==> config.mk <==
export PLATFORM = sky130hd
export DESIGN_NAME = fifo_burst_drain
export DESIGN_NICKNAME = d
export VERILOG_FILES = /design/src/rtl/drain_pkg.sv /design/src/rtl/drain_flag_decode.sv /design/src/rtl/drain_fsm.sv /design/src/rtl/drain_word_counter.sv /design/src/rtl/fifo_burst_drain.sv
export SDC_FILE = /design/constraint.sdc
export NUM_CORES = 1
export LEC_CHECK = 0
export ABC_AREA = 1
export BUFFER_PORTS_ARGS = -buffer_cell sky130_fd_sc_hd__buf_2
export CAP_MARGIN = 20
export CORE_UTILIZATION = 53
export DETAILED_ROUTE_END_ITERATION = 8
export PLACE_DENSITY = 0.84
export RECOVER_POWER = 100
export SLEW_MARGIN = 20
export SYNTH_ARGS = -nofsm -noshare
export SYNTH_HDL_FRONTEND = slang
export SYNTH_SLANG_ARGS = --single-unit
==> constraint.sdc <==
create_clock -name clk -period 1.7 [get_ports clk]
set_clock_uncertainty 0.2 [all_clocks]
set_input_delay 0.34 -clock clk [delete_from_list [all_inputs] [get_ports clk]]
set_output_delay 0.34 -clock clk [all_outputs]
set_load 0.02 [all_outputs]
==> src/rtl/drain_pkg.sv <==
package drain_pkg;

  // Controller state: waiting for a fill trigger, or moving words.
  typedef enum logic {
    ST_IDLE  = 1'b0,
    ST_BURST = 1'b1
  } drain_state_t;

  // Normalised flag bundle, all fields active high.
  typedef struct packed {
    logic src_near_full;
    logic src_near_empty;
    logic dst_full;
  } drain_flags_t;

endpackage

==> src/rtl/drain_flag_decode.sv <==
module drain_flag_decode
  import drain_pkg::*;
(
  input  logic         fill_n,
  input  logic         low_n,
  input  logic         dst_full,
  output drain_flags_t flags,
  output logic         start_ok,
  output logic         stop_req
);

  // Mixed pin polarity resolved in one place.
  always_comb begin
    flags.src_near_full  = ~fill_n;
    flags.src_near_empty = ~low_n;
    flags.dst_full       = dst_full;
  end

  // Start needs data waiting and room downstream; either end stops a burst.
  assign start_ok = flags.src_near_full & ~flags.dst_full;
  assign stop_req = flags.src_near_empty | flags.dst_full;

endmodule

==> src/rtl/drain_fsm.sv <==
module drain_fsm
  import drain_pkg::*;
(
  input  logic clk,
  input  logic rst,
  input  logic start_ok,
  input  logic stop_req,
  output logic rd_en,
  output logic wr_en,
  output logic enter_burst
);

  drain_state_t state_q, state_d;
  logic         rd_q, wr_q;

  always_comb begin
    state_d     = state_q;
    enter_burst = 1'b0;
    unique case (state_q)
      ST_IDLE: begin
        if (start_ok) begin
          state_d     = ST_BURST;
          enter_burst = 1'b1;
        end
      end
      ST_BURST: begin
        if (stop_req) state_d = ST_IDLE;
      end
      default: state_d = ST_IDLE;
    endcase
  end

  // Both strobes are registered from the same next state, so they switch on one edge.
  always_ff @(posedge clk) begin
    if (rst) begin
      state_q <= ST_IDLE;
      rd_q    <= 1'b0;
      wr_q    <= 1'b0;
    end else begin
      state_q <= state_d;
      rd_q    <= (state_d == ST_BURST);
      wr_q    <= (state_d == ST_BURST);
    end
  end

  assign rd_en = rd_q;
  assign wr_en = wr_q;

endmodule

==> src/rtl/drain_word_counter.sv <==
module drain_word_counter #(
  parameter int COUNT_W = 16
) (
  input  logic               clk,
  input  logic               rst,
  input  logic               clear,
  input  logic               moved,
  output logic [COUNT_W-1:0] count
);

  localparam logic [COUNT_W-1:0] CNT_MAX = {COUNT_W{1'b1}};

  logic [COUNT_W-1:0] cnt_q;

  always_ff @(posedge clk) begin
    if (rst) begin
      cnt_q <= '0;
    end else if (clear) begin
      cnt_q <= '0;
    end else if (moved && (cnt_q != CNT_MAX)) begin
      cnt_q <= cnt_q + 1'b1;
    end
  end

  assign count = cnt_q;

endmodule

==> src/rtl/fifo_burst_drain.sv <==
module fifo_burst_drain #(
  parameter int COUNT_W = 16
) (
  input  logic               clk,
  input  logic               rst,
  input  logic               xfifo_fill_n,
  input  logic               xfifo_low_n,
  input  logic               bridge_full,
  output logic               xfifo_oe,
  output logic               bridge_we,
  output logic [COUNT_W-1:0] burst_words
);

  import drain_pkg::*;

  drain_flags_t flags;
  logic         start_ok;
  logic         stop_req;
  logic         enter_burst;
  logic         rd_en;
  logic         wr_en;

  drain_flag_decode u_decode (
    .fill_n   (xfifo_fill_n),
    .low_n    (xfifo_low_n),
    .dst_full (bridge_full),
    .flags    (flags),
    .start_ok (start_ok),
    .stop_req (stop_req)
  );

  drain_fsm u_fsm (
    .clk         (clk),
    .rst         (rst),
    .start_ok    (start_ok),
    .stop_req    (stop_req),
    .rd_en       (rd_en),
    .wr_en       (wr_en),
    .enter_burst (enter_burst)
  );

  // A word moves on every edge where the write strobe was high.
  drain_word_counter #(.COUNT_W(COUNT_W)) u_count (
    .clk   (clk),
    .rst   (rst),
    .clear (enter_burst),
    .moved (wr_en),
    .count (burst_words)
  );

  assign xfifo_oe  = rd_en;
  assign bridge_we = wr_en;

endmodule

# Word-level counts from Yosys, hierarchy flattened
# Cells that the tools add are included.
# classes
add_sub_neg,1
n_bitwise,6
n_mux,4
eq_ne,1
reduce_logical,2
# ops
cell,count
16-bit by 1-bit adder with 16-bit output (second input constant),1
16-bit inequality test (second input constant),1
1-bit NOT,4
1-bit 2-to-1 mux,3
1-bit case mux with 2 select lines,1
2-bit OR reduction,1
1-bit bitwise AND,1
1-bit logical AND,1
1-bit bitwise OR,1
# word_totals
inputBits,5
out_inout_bits,18
wordCells,16
ff_bits,17

# Depth between registers and ports, before layout
# Gate-level depths: netlist of the first run.
# depth
depth_word,5
mapped_depth,9

# Hierarchy
# A second synthesis of the first run with hierarchy kept.
# hier_totals
cells_unflattened,170
hier_area_um2,1088.5
# by_module_without_submodules
module,area_each_um2,seq_area_each_um2,instances,cells_each
drain_word_counter,1004.7,320.3,1,156
drain_fsm,57.6,20.0,1,8
drain_flag_decode,26.3,0.0,1,6

# Worst setup path after synthesis of the first run
# Ideal clock, no wire load.
# synth_path
path_type,reg-to-reg
startpoint,"reg u_count.cnt_q[1], in the netlist u_count.count[1]"
endpoint,"reg u_count.cnt_q[1], in the netlist u_count.count[1]"
arrival_ns,1.397
path_stages_with_launch,9
setup_ns,0.116
setup_slack_ns,-0.013
t_required_ns,1.384
path_cell_list,dfxtp_1 -> ha_1 -> nand2_2 -> nor2_4 -> nand2_2 -> nor2_8 -> nor2_1 -> nor2_1 -> nor2_1
# synth_between
elab_chain_len,2
word_cells_on_any_way,3
# synth_lines
item,line,rtl
from (decl),drain_word_counter.sv:13,logic [COUNT_W-1:0] cnt_q;
from (signal assigned),drain_word_counter.sv:21,cnt_q <= cnt_q + 1'b1;
"parallel branches: the longest is 2 deep, another holds 16-bit by 1-bit adder with 16-bit output",--,
# Parallel ways; which one is timed is not known.
# A chain may end at the register's enable or synchronous reset.

# Worst setup path in the final report of the first run
# layout_path
startpoint,"reg u_count.cnt_q[1], in the netlist u_count.count[1]"
endpoint,"reg u_count.cnt_q[0], in the netlist u_count.count[0]"
# layout_between
elab_chain_len,2
# layout_lines
item,line,rtl
16-bit inequality test,drain_word_counter.sv:20,end else if (moved && (cnt_q != CNT_MAX)) begin
1-bit logical AND,drain_word_counter.sv:20,
# No other way between the ends.

==> results of run 1 <==
## worst max-delay path: cells and delay by family (launching register included)
kind,cells,cell delay [ns]
and+or+nand+nor,7,0.75
adders and majority gates,1,0.20
DFF,1,0.39
## path summary, 6_finish.rpt
check / slack [ns] / startpoint / endpoint
worst max-delay path: 0.06 / u_count.count[1]$_SDFFE_PP0P_ / u_count.count[0]$_SDFFE_PP0P_
worst min-delay path: 0.02 / rst / u_fsm.state_q$_SDFF_PP0_
worst max register to register: 0.06 / u_count.count[1]$_SDFFE_PP0P_ / u_count.count[0]$_SDFFE_PP0P_
worst min register to register: 0.34 / u_count.count[15]$_SDFFE_PP0P_ / u_count.count[15]$_SDFFE_PP0P_
## cell families after synthesis
| kind of cell | share of synthesized area (%) |
|---|---|
| AO/OA/AOI/OAI | 10.1 |
| adder cells (fa/ha/maj) | 1.17 |
| buffers and inverters | 8.39 |
| flip-flops | 31.7 |
| AND/OR/NAND/NOR | 48.6 |
## cell usage in the layout, fill, tap and decap left out, types with 2 or more instances in the layout
| cell type | n |
|---|---|
| a21oi_1 | 9 |
| buf_2 | 21 |
| buf_4 | 5 |
| clkbuf_4 | 3 |
| dfxtp_1 | 15 |
| inv_1 | 14 |
| inv_2 | 2 |
| nand2_1 | 38 |
| nand2_2 | 4 |
| nand3_1 | 13 |
| nand4_1 | 2 |
| nor2_1 | 34 |
| nor2_2 | 5 |
| nor2_4 | 6 |
| o21ai_0 | 5 |
## sequential cells by signal, summed over array words and instances, names as in the netlist
register and count:
u_count.count 16, u_fsm.state_q 1
## area by class of cell
cell class | count | area, sq um
clock buffer | 3 | 22.5
clock inverter | 1 | 5.00
fill | 155 | 554
inverter | 16 | 60.1
multi-input combinational | 123 | 656
sequential | 17 | 345
tap | 25 | 31.3
timing repair buffer | 27 | 146
## layer usage
| layer | track usage (%) | vias up | share of wire, % |
|---|---|---|---|
| met4 | 12.0 | 0 | 2.1 |
| met3 | 4.62 | 7 | 2.9 |
| met1 | 26.6 | 496 | 45 |
| met5 | 0 | - | 0 |
| li1 | - | 560 | - |
| met2 | 42.5 | 27 | 50 |
## report_power, final
part | leakage (nW) | switching, mW | total [mW] | internal (mW)
Clock | 0.0177 | 0.146 | 0.234 | 0.0880
Sequential | 0.138 | 0.00341 | 0.404 | 0.401
Combinational | 0.396 | 0.0382 | 0.0596 | 0.0214
Total | 0.552 | 0.187 | 0.698 | 0.510
## per-stage QoR
| stage | hold slack, ns | instance area [sq um] | setup TNS, ns | instances | power (mW) |
|---|---|---|---|---|---|
| 3_3_place_gp | 0.298 | 1210 | 0 | 206 | 0.470 |
| 2_1_floorplan | 0.209 | 1080 | 0 | 159 | 0.456 |
| 4_1_cts | 0.0141 | 1240 | 0 | 210 | 0.704 |
| 3_5_place_dp | 0.315 | 1210 | 0 | 206 | 0.472 |
| 5_1_grt | 0.0343 | 1270 | -0.0492 | 212 | 0.720 |
| 6_report | 0.0164 | 1270 | 0 | 212 | 0.698 |
## timing repair
item	4_1_cts	5_1_grt
resized for setup	0	4
endpoints found under the setup margin	0	7
buffers inserted	0	2
==> metrics.md, run 1 <==
| Metric | Value |
|---|---|
| Layout cell share with drive strength beyond 1 | `between 20% and 30%` |
| TritonCTS clock tree | `built` |
| DR DRC count | `0` |
| Die Span Y | `47.0 um` |
| Critical Path RT | `1.71 ns` |
| Fin crit period | `1.64 ns` |
| Synth area leader | `dfxtp_1` |
| Initial antenna violation count | `0` |
| FMAX | `610 MHz` |
| Post-synth cell types | `21` |
| Post-DP HPWL | `1.76 mm` |
| Yosys warns | `0` |
| Vias per Instance | `5.14` |
| Hold depth | `2` |
| Boundary pin count | `23` |
| Worst slew pin tran | `between 0.3 and 0.4 ns` |
| Syn_area_per_cell | `6.75 sq um` |
| Die Width | `47.0 um` |
| Final hold violation count | `0` |
| Via count | `around 1100` |
| Final Wtd Congestion | `around 0.83` |
| Kind of critical path | `flip-flop to flip-flop` |
| Setup crit start kind | `flip-flop` |
| First-pass GRT wire length | `3.60 mm` |
| Clk buf depth | `2` |
| Pwr Density | `around 550 nW/um^2` |
| Final Util | `between 60 and 70%` |
| Asr flop ratio synth | `0%` |
| WL/cell | `11.1 um` |
| Slew headroom | `~78%` |
| Syn Inst Count | `about 160` |
| Period utilisation layout | `96.4%` |
| P&R area growth vs syn | `17.9%` |
| Count leader, synth | `nand2_1` |
| Clk sink count | `17` |
| Initial Util | `59.0%` |
| Critical path cell sequence | `ha_2 -> nand2_2 -> nor2_4 -> nand2_2 -> nor2_8 -> nor2_1 -> nor2_1 -> nor2_1` |
| Syn_nets | `roughly 170` |
| Slew Viols, Final | `0` |
| Max-cap violations | `0` |
| Critical Path Sink Type | `flip-flop` |
| FF+latch count, synth | `17` |
| Top_reg_cell synth | `dfxtp_1` |
| Buffers on Ports | `22` |
| GRT Util Overall | `about a quarter` |
| Slowest stage cell, crit path | `dfxtp_4` |
| Outcome | `completed` |
| Total grt overflow | `0` |
| CP max stage delay | `roughly 0.39 ns` |
| Hold Crit Class | `input pin to flip-flop` |
| VDD IR max | `roughly 0.48 mV` |
| Post-Syn Area | `between 1000 and 1500 sq um` |
| DRT Pass-1 Iters | `4` |
| Final WL | `2.35 mm` |
| ANT nets after route | `0` |
| Clk_lat worst skew | `between 0.3 and 0.4 ns` |
| Setup Viol. Count Final | `0` |
| Nets | `194` |
| Clk root buf | `clkbuf_4` |
| Share of the synthesized area in the top cell type | `a little under a third` |
| Largest net degree at the start of global routing | `15` |
| Ant diodes | `0` |
| Reg2Reg Depth | `8` |
| Clock transition at path regs | `0.11 ns` |
| Critical path peak fanout | `5` |
| Setup WS pre-CTS | `0.0625 ns` |
| Die area | `about 2200 sq um` |
| Detailed Route Iter0 Violations | `28` |
| Min setup slack post-route | `0.0604 ns` |
| CP Data Arrival Time | `roughly 1.7 ns` |
| Core ar. | `1820 sq um` |
| # hold bufs at CTS | `0` |
| Vias in the first global route | `between 800 and 900` |
| Top cell by count, worst path | `nor2_1` |
| CTS Buf Count | `3` |
| Leakage | `0.552 nW` |
| FP Rows | `15` |
| Number of synthesized flops with an enable pin | `0` |
| Post-synth top cells | `nand2_1 (38), nor2_1 (35), dfxtp_1 (17)` |
| Top cells by area, synth | `dfxtp_1 (32%), nand2_1 (13%), nor2_1 (12%)` |
| CTS H-tree lvls | `1` |
| Register area share after synthesis | `between 30% and 40%` |
(Power assumes the default switching activity.)
==> inputs of run 2 (changes only) <==
--- a/config.mk
+++ b/config.mk
@@ -10,7 +10,7 @@
 export CAP_MARGIN = 20
 export CORE_UTILIZATION = 53
 export DETAILED_ROUTE_END_ITERATION = 8
-export PLACE_DENSITY = 0.84
+export PLACE_DENSITY = 0.75
 export RECOVER_POWER = 100
 export SLEW_MARGIN = 20
 export SYNTH_ARGS = -nofsm -noshare
==> metrics.md, run 2 (synthesis gave the netlist of run 1 again) <==
| Metric | Value |
|---|---|
| Outcome | `completed` |
| First-pass GRT wire length | `3.73 mm` |
| Combinational share of power | `under 10%` |
| Kind of critical path | `flip-flop to flip-flop` |
| Total grt overflow | `0` |
| Hold Crit Class | `input pin to flip-flop` |
| Period utilisation layout | `approximately 95%` |
| Die Width | `about 47 um` |
| Final hold violation count | `0` |
| Layout cell share with drive strength beyond 1 | `around 27%` |
| Via count | `between 1000 and 1500` |
| Internal power | `approximately 0.51 mW` |
| Vias per Instance | `a little under 5` |
| Fin Hold WS | `0.0288 ns` |
| Clk_lat worst skew | `roughly 0.3 ns` |
| Vias in the first global route | `899` |
| Seq pwr share | `between 50% and 60%` |
| Slew Viols, Final | `0` |
| FP Rows | `15` |
| Setup WS pre-CTS | `approximately 0.067 ns` |
| CTS Buf Count | `3` |
| Delay-heaviest family, CP | `simple AND/OR/NAND/NOR gates` |
| Core ar. | `roughly 1800 sq um` |
| Boundary pin count | `23` |
| Sum of negative setup slack | `0 ns` |
| DRT Pass-1 Iters | `4` |
| Commonest non-fill, non-tap cells in the layout | `nand2_1 (38), nor2_1 (34), inv_1 (14)` |
| Largest net degree at the start of global routing | `17` |
| Sequential Area | `approximately 350 sq um` |
| Worst slew pin tran | `between 0.4 and 0.5 ns` |
| Net Switching | `between 0.15 and 0.2 mW` |
| RSZ-0062 raised after global routing | `yes` |
| Critical Path RT | `1.69 ns` |
| Placed cell count | `just over 200` |
| Critical path peak fanout | `5` |
| CTS H-tree lvls | `1` |
| Critical Path Sink Type | `flip-flop` |
| Design Area, Final | `around 1200 sq um` |
| FMAX | `around 620 MHz` |
| Final cell count without fillers | `around 210` |
| Final Wtd Congestion | `around 0.87` |
| Slew headroom | `around 70%` |
| Ant diodes | `0` |
| Leakage | `around 0.51 nW` |
| Slowest stage cell, crit path | `dfxtp_2` |
| Clk buf depth | `2` |
| Total power | `0.682 mW` |
| Largest register FFs | `16` |
| GRT Util Overall | `around a quarter` |
| Setup crit start kind | `flip-flop` |
| DR DRC count | `0` |
| Top cell by count, worst path | `nor2_1` |
| Setup Viol. Count Final | `0` |
| VDD IR max | `slightly below 0.4 mV` |
| Buffers on Ports | `22` |
| Pwr Density | `between 500 and 600 nW/um^2` |
| Detailed Route Iter0 Violations | `22` |
| Clk network pwr share | `about a third` |
| Hold depth | `2` |
| Switch share | `roughly 25%` |
| ANT nets after route | `0` |
| CP Data Arrival Time | `around 1.6 ns` |
| Clk sink count | `17` |
| Final Util | `approximately two thirds` |
| Clk root buf | `clkbuf_4` |
| CP Depth | `8` |
| Clock transition at path regs | `approximately 0.10 ns` |
| Fin crit period | `roughly 1.6 ns` |
| Crit path buf inv count | `0` |
| Final WL | `2.39 mm` |
| Initial Util | `59.0%` |
| DP Area | `~1200 sq um` |
| CP max stage delay | `between 0.3 and 0.4 ns` |
| Multi-input logic area | `approximately 660 sq um` |
| Commonest non-fill, non-tap cell in the layout | `nand2_1` |
| Reg2Reg Depth | `8` |
| Initial antenna violation count | `0` |
| Min setup slack post-route | `0.0790 ns` |
| WL/cell | `~11 um` |
| TritonCTS clock tree | `built` |
| Fill count | `about 170` |
| Critical path cell sequence | `ha_2 -> nand2_2 -> nor2_4 -> nand2_2 -> nor2_8 -> nor2_1 -> nor2_1 -> nor2_1` |
| P&R area growth vs syn | `16.4%` |
| Die area | `2210 sq um` |
| Post-DP HPWL | `1.82 mm` |
| Max-cap violations | `0` |
| Nets | `about 190` |
| Die Span Y | `between 40 and 50 um` |
| # hold bufs at CTS | `0` |
run 2: layout make-up:
type	instances	share of cell area, %
Clock buffer	3	1.80
Clock inverter	1	0.400
Timing Repair Buffer	26	10.3
Multi-Input combinational cell	123	52.5
Tap cell	25	2.50
Inverter	16	4.80
Sequential cell	17	27.7
run 2: final timing paths:
| path | start | end | slack, ns |
|---|---|---|---|
| max reg2reg | u_count.count[0]$_SDFFE_PP0P_ | u_count.count[0]$_SDFFE_PP0P_ | 0.08 |
| min | rst | u_fsm.state_q$_SDFF_PP0_ | 0.03 |
| min reg2reg | u_count.count[5]$_SDFFE_PP0P_ | u_count.count[5]$_SDFFE_PP0P_ | 0.32 |
| max | u_count.count[0]$_SDFFE_PP0P_ | u_count.count[0]$_SDFFE_PP0P_ | 0.08 |
run 2: timing repair:
action,4_1_cts,5_1_grt
endpoints found under the hold margin,0,0
setup buffers,0,2
setup endpoints to repair,0,6
gates resized for setup,0,6
run 2: per-layer routing:
metal,track usage (%),wire length [um]
met1,31.1,1080
met2,39.4,1160
met3,4.62,93
met4,13.7,53
met5,0,0
run 2: worst register-to-register path, cell delays in order, from the launching register on:
cell,delay (ns)
dfxtp_2,0.37
ha_2,0.20
nand2_2,0.07
nor2_4,0.14
nand2_2,0.14
nor2_8,0.17
nor2_1,0.09
nor2_1,0.10
nor2_1,0.05
run 2: power groups by stage:
| stage | clock network, mW | registers (mW) | logic (mW) |
|---|---|---|---|
| floorplan | 0 | 0.420 | 0.0363 |
| global placement | 0 | 0.414 | 0.0540 |
| detailed placement | 0 | 0.414 | 0.0547 |
| CTS | 0.231 | 0.405 | 0.0549 |
| global route | 0.246 | 0.406 | 0.0614 |
| finish | 0.221 | 0.405 | 0.0557 |
==> inputs of run 3 (changes only) <==
--- a/config.mk
+++ b/config.mk
@@ -10,6 +10,7 @@
 export CAP_MARGIN = 20
 export CORE_UTILIZATION = 53
 export DETAILED_ROUTE_END_ITERATION = 8
+export HOLD_SLACK_MARGIN = 0.08
 export PLACE_DENSITY = 0.75
 export RECOVER_POWER = 100
 export SLEW_MARGIN = 20
==> metrics.md, run 3 (synthesis gave the netlist of run 1 again) <==
| Metric | Value |
|---|---|
| Layout cell share with drive strength beyond 1 | `a little over a quarter` |
| Vias per Instance | `~5.0` |
| Clk_lat worst skew | `slightly below 0.3 ns` |
| Initial antenna violation count | `0` |
| Critical path cell sequence | `ha_2 -> nand2_2 -> nor2_4 -> nand2_2 -> nor2_8 -> nor2_1 -> nor2_1 -> nor2_1` |
| Via count | `1085` |
| Hold depth | `3` |
| CTS H-tree lvls | `1` |
| Slew Viols, Final | `0` |
| Slew headroom | `around 80%` |
| Outcome | `completed` |
| Top cell by count, worst path | `nor2_1` |
| Largest net degree at the start of global routing | `17` |
| CP Data Arrival Time | `roughly 1.6 ns` |
| CP Launch Point | `u_count.count[0]$_SDFFE_PP0P_` |
| WL/cell | `roughly 11 um` |
| Core ar. | `1820 sq um` |
| Slowest stage cell, crit path | `dfxtp_2` |
| Hold EP | `u_fsm.state_q$_SDFF_PP0_` |
| Commonest non-fill, non-tap cell in the layout | `nand2_1` |
| Clk buf depth | `2` |
| Placed cell count | `between 200 and 250` |
| Reg2reg end | `u_count.count[0]$_SDFFE_PP0P_` |
| Die area | `between 2000 and 2500 sq um` |
| FP Rows | `15` |
| Die Width | `~47 um` |
| Delay-heaviest family, CP | `simple AND/OR/NAND/NOR gates` |
| Fin Hold WS | `~0.10 ns` |
| Ant diodes | `0` |
| Setup Viol. Count Final | `0` |
| Largest register FFs | `16` |
| Clock transition at path regs | `0.10 ns` |
| Hold Startpoint | `xfifo_low_n` |
| Clk sink count | `17` |
| DR DRC count | `0` |
| FMAX | `about 620 MHz` |
| FF-to-FF setup slack | `between 0.07 and 0.08 ns` |
| Detailed Route Iter0 Violations | `31` |
| Critical Path Sink Type | `flip-flop` |
| Clk root buf | `clkbuf_4` |
| Reg2Reg Depth | `8` |
| Max-cap violations | `0` |
| CTS Buf Count | `3` |
| Critical Path RT | `roughly 1.7 ns` |
| Kind of critical path | `flip-flop to flip-flop` |
| Nets | `~200` |
| Boundary pin count | `23` |
| Period utilisation layout | `a little over nine tenths` |
| Final hold violation count | `0` |
| Initial Util | `around three fifths` |
| Crit path buf inv count | `0` |
| Reg2reg start | `u_count.count[0]$_SDFFE_PP0P_` |
| VDD IR max | `0.384 mV` |
| Final WL | `between 2 and 2.5 mm` |
| ANT nets after route | `0` |
| Pwr Density | `between 500 and 600 nW/um^2` |
| Critical path peak fanout | `5` |
| RSZ-0062 raised after global routing | `yes` |
| Fin crit period | `1.62 ns` |
| Setup crit start kind | `flip-flop` |
| Hold Crit Class | `input pin to flip-flop` |
| Final Wtd Congestion | `0.869` |
| P&R area growth vs syn | `19.1%` |
| Commonest non-fill, non-tap cells in the layout | `nand2_1 (38), nor2_1 (34), inv_1 (14), dfxtp_1 (14), nand3_1 (13)` |
| Leakage | `around 0.53 nW` |
| Post-DP HPWL | `1.82 mm` |
| First-pass GRT wire length | `between 3 and 4 mm` |
| CP max stage delay | `0.37 ns` |
| DRT Pass-1 Iters | `4` |
| Buffers on Ports | `22` |
| Fill count | `170` |
| Final cell count without fillers | `around 220` |
| Worst slew pin tran | `0.271 ns` |
| TritonCTS clock tree | `built` |
| Vias in the first global route | `between 900 and 1000` |
| GRT Util Overall | `between 20% and 30%` |
| Die Span Y | `about 47 um` |
| Total grt overflow | `0` |
[run 3: cell types whose count changed in the layout (fill, tap and decap cells not counted)]
cell / before / now
buf_4: 4 / 7
dfxtp_1: 12 / 14
dfxtp_2: 5 / 3
buf_2: 13 / 12
clkbuf_1: 9 / 10
dlygate4sd3_1: 0 / 1
[run 3: power breakdown]
part | internal (mW) | leakage [nW] | switching, mW
Combinational | 0.0267 | 0.372 | 0.0381
Clock | 0.0876 | 0.0177 | 0.133
Sequential | 0.402 | 0.139 | 0.00326
[run 3: what timing repair did]
action                                  4_1_cts  5_1_grt
endpoints found under the setup margin        0        8
buffers inserted                              0        5
resized for setup                             0        4
hold buffers                                  1        0
hold endpoints to repair                      1        0
[run 3: final cells by class]
cell class,count,area (sq um),share of cell area [%]
inverters,16,60.1,4.70
well taps,25,31.3,2.45
clock buffers,3,22.5,1.76
clock inverters,1,5.00,0.391
multi-input cells,123,656,51.3
repair buffers,30,160,12.5
flip-flops and latches,17,344,26.9
[run 3: worst min-delay path, cell delays in order]
cell and delay (ns):
buf_2 0.10, nand3_1 0.07, a21oi_1 0.06
[run 3: per-stage QoR]
stage	setup WS [ns]	TNS (ns)	instance area [sq um]	utilization [%]	power (mW)
after floorplan	0.0971	0	1080	-	0.456
after global placement	0.108	0	1200	66.0	0.468
after detailed placement	0.0672	0	1200	66.0	0.469
after CTS	0.0438	0	1240	68.1	0.693
after global routing	-0.00178	-0.00178	1280	70.2	0.723
final	0.0783	0	1280	70.2	0.690
[run 3: routing by layer]
metal	up-vias	global-route usage [%]	routed length, um
met3	6	4.62	93
met5	-	0	0
met2	34	40.3	1180
li1	563	-	-
met1	482	31.3	1090
met4	0	13.7	54
[run 3: worst max path at each step]
stage	end	slack [ns]	cells past startpoint
after detailed placement	u_count.count[0]$_SDFFE_PP0P_	0.07	8
after global placement	u_count.count[11]$_SDFFE_PP0P_	0.11	8
after CTS	u_count.count[12]$_SDFFE_PP0P_	0.04	5
after global routing	u_count.count[0]$_SDFFE_PP0P_	-0.002	8
after floorplan	u_count.count[1]$_SDFFE_PP0P_	0.1	8
final	u_count.count[0]$_SDFFE_PP0P_	0.08	8
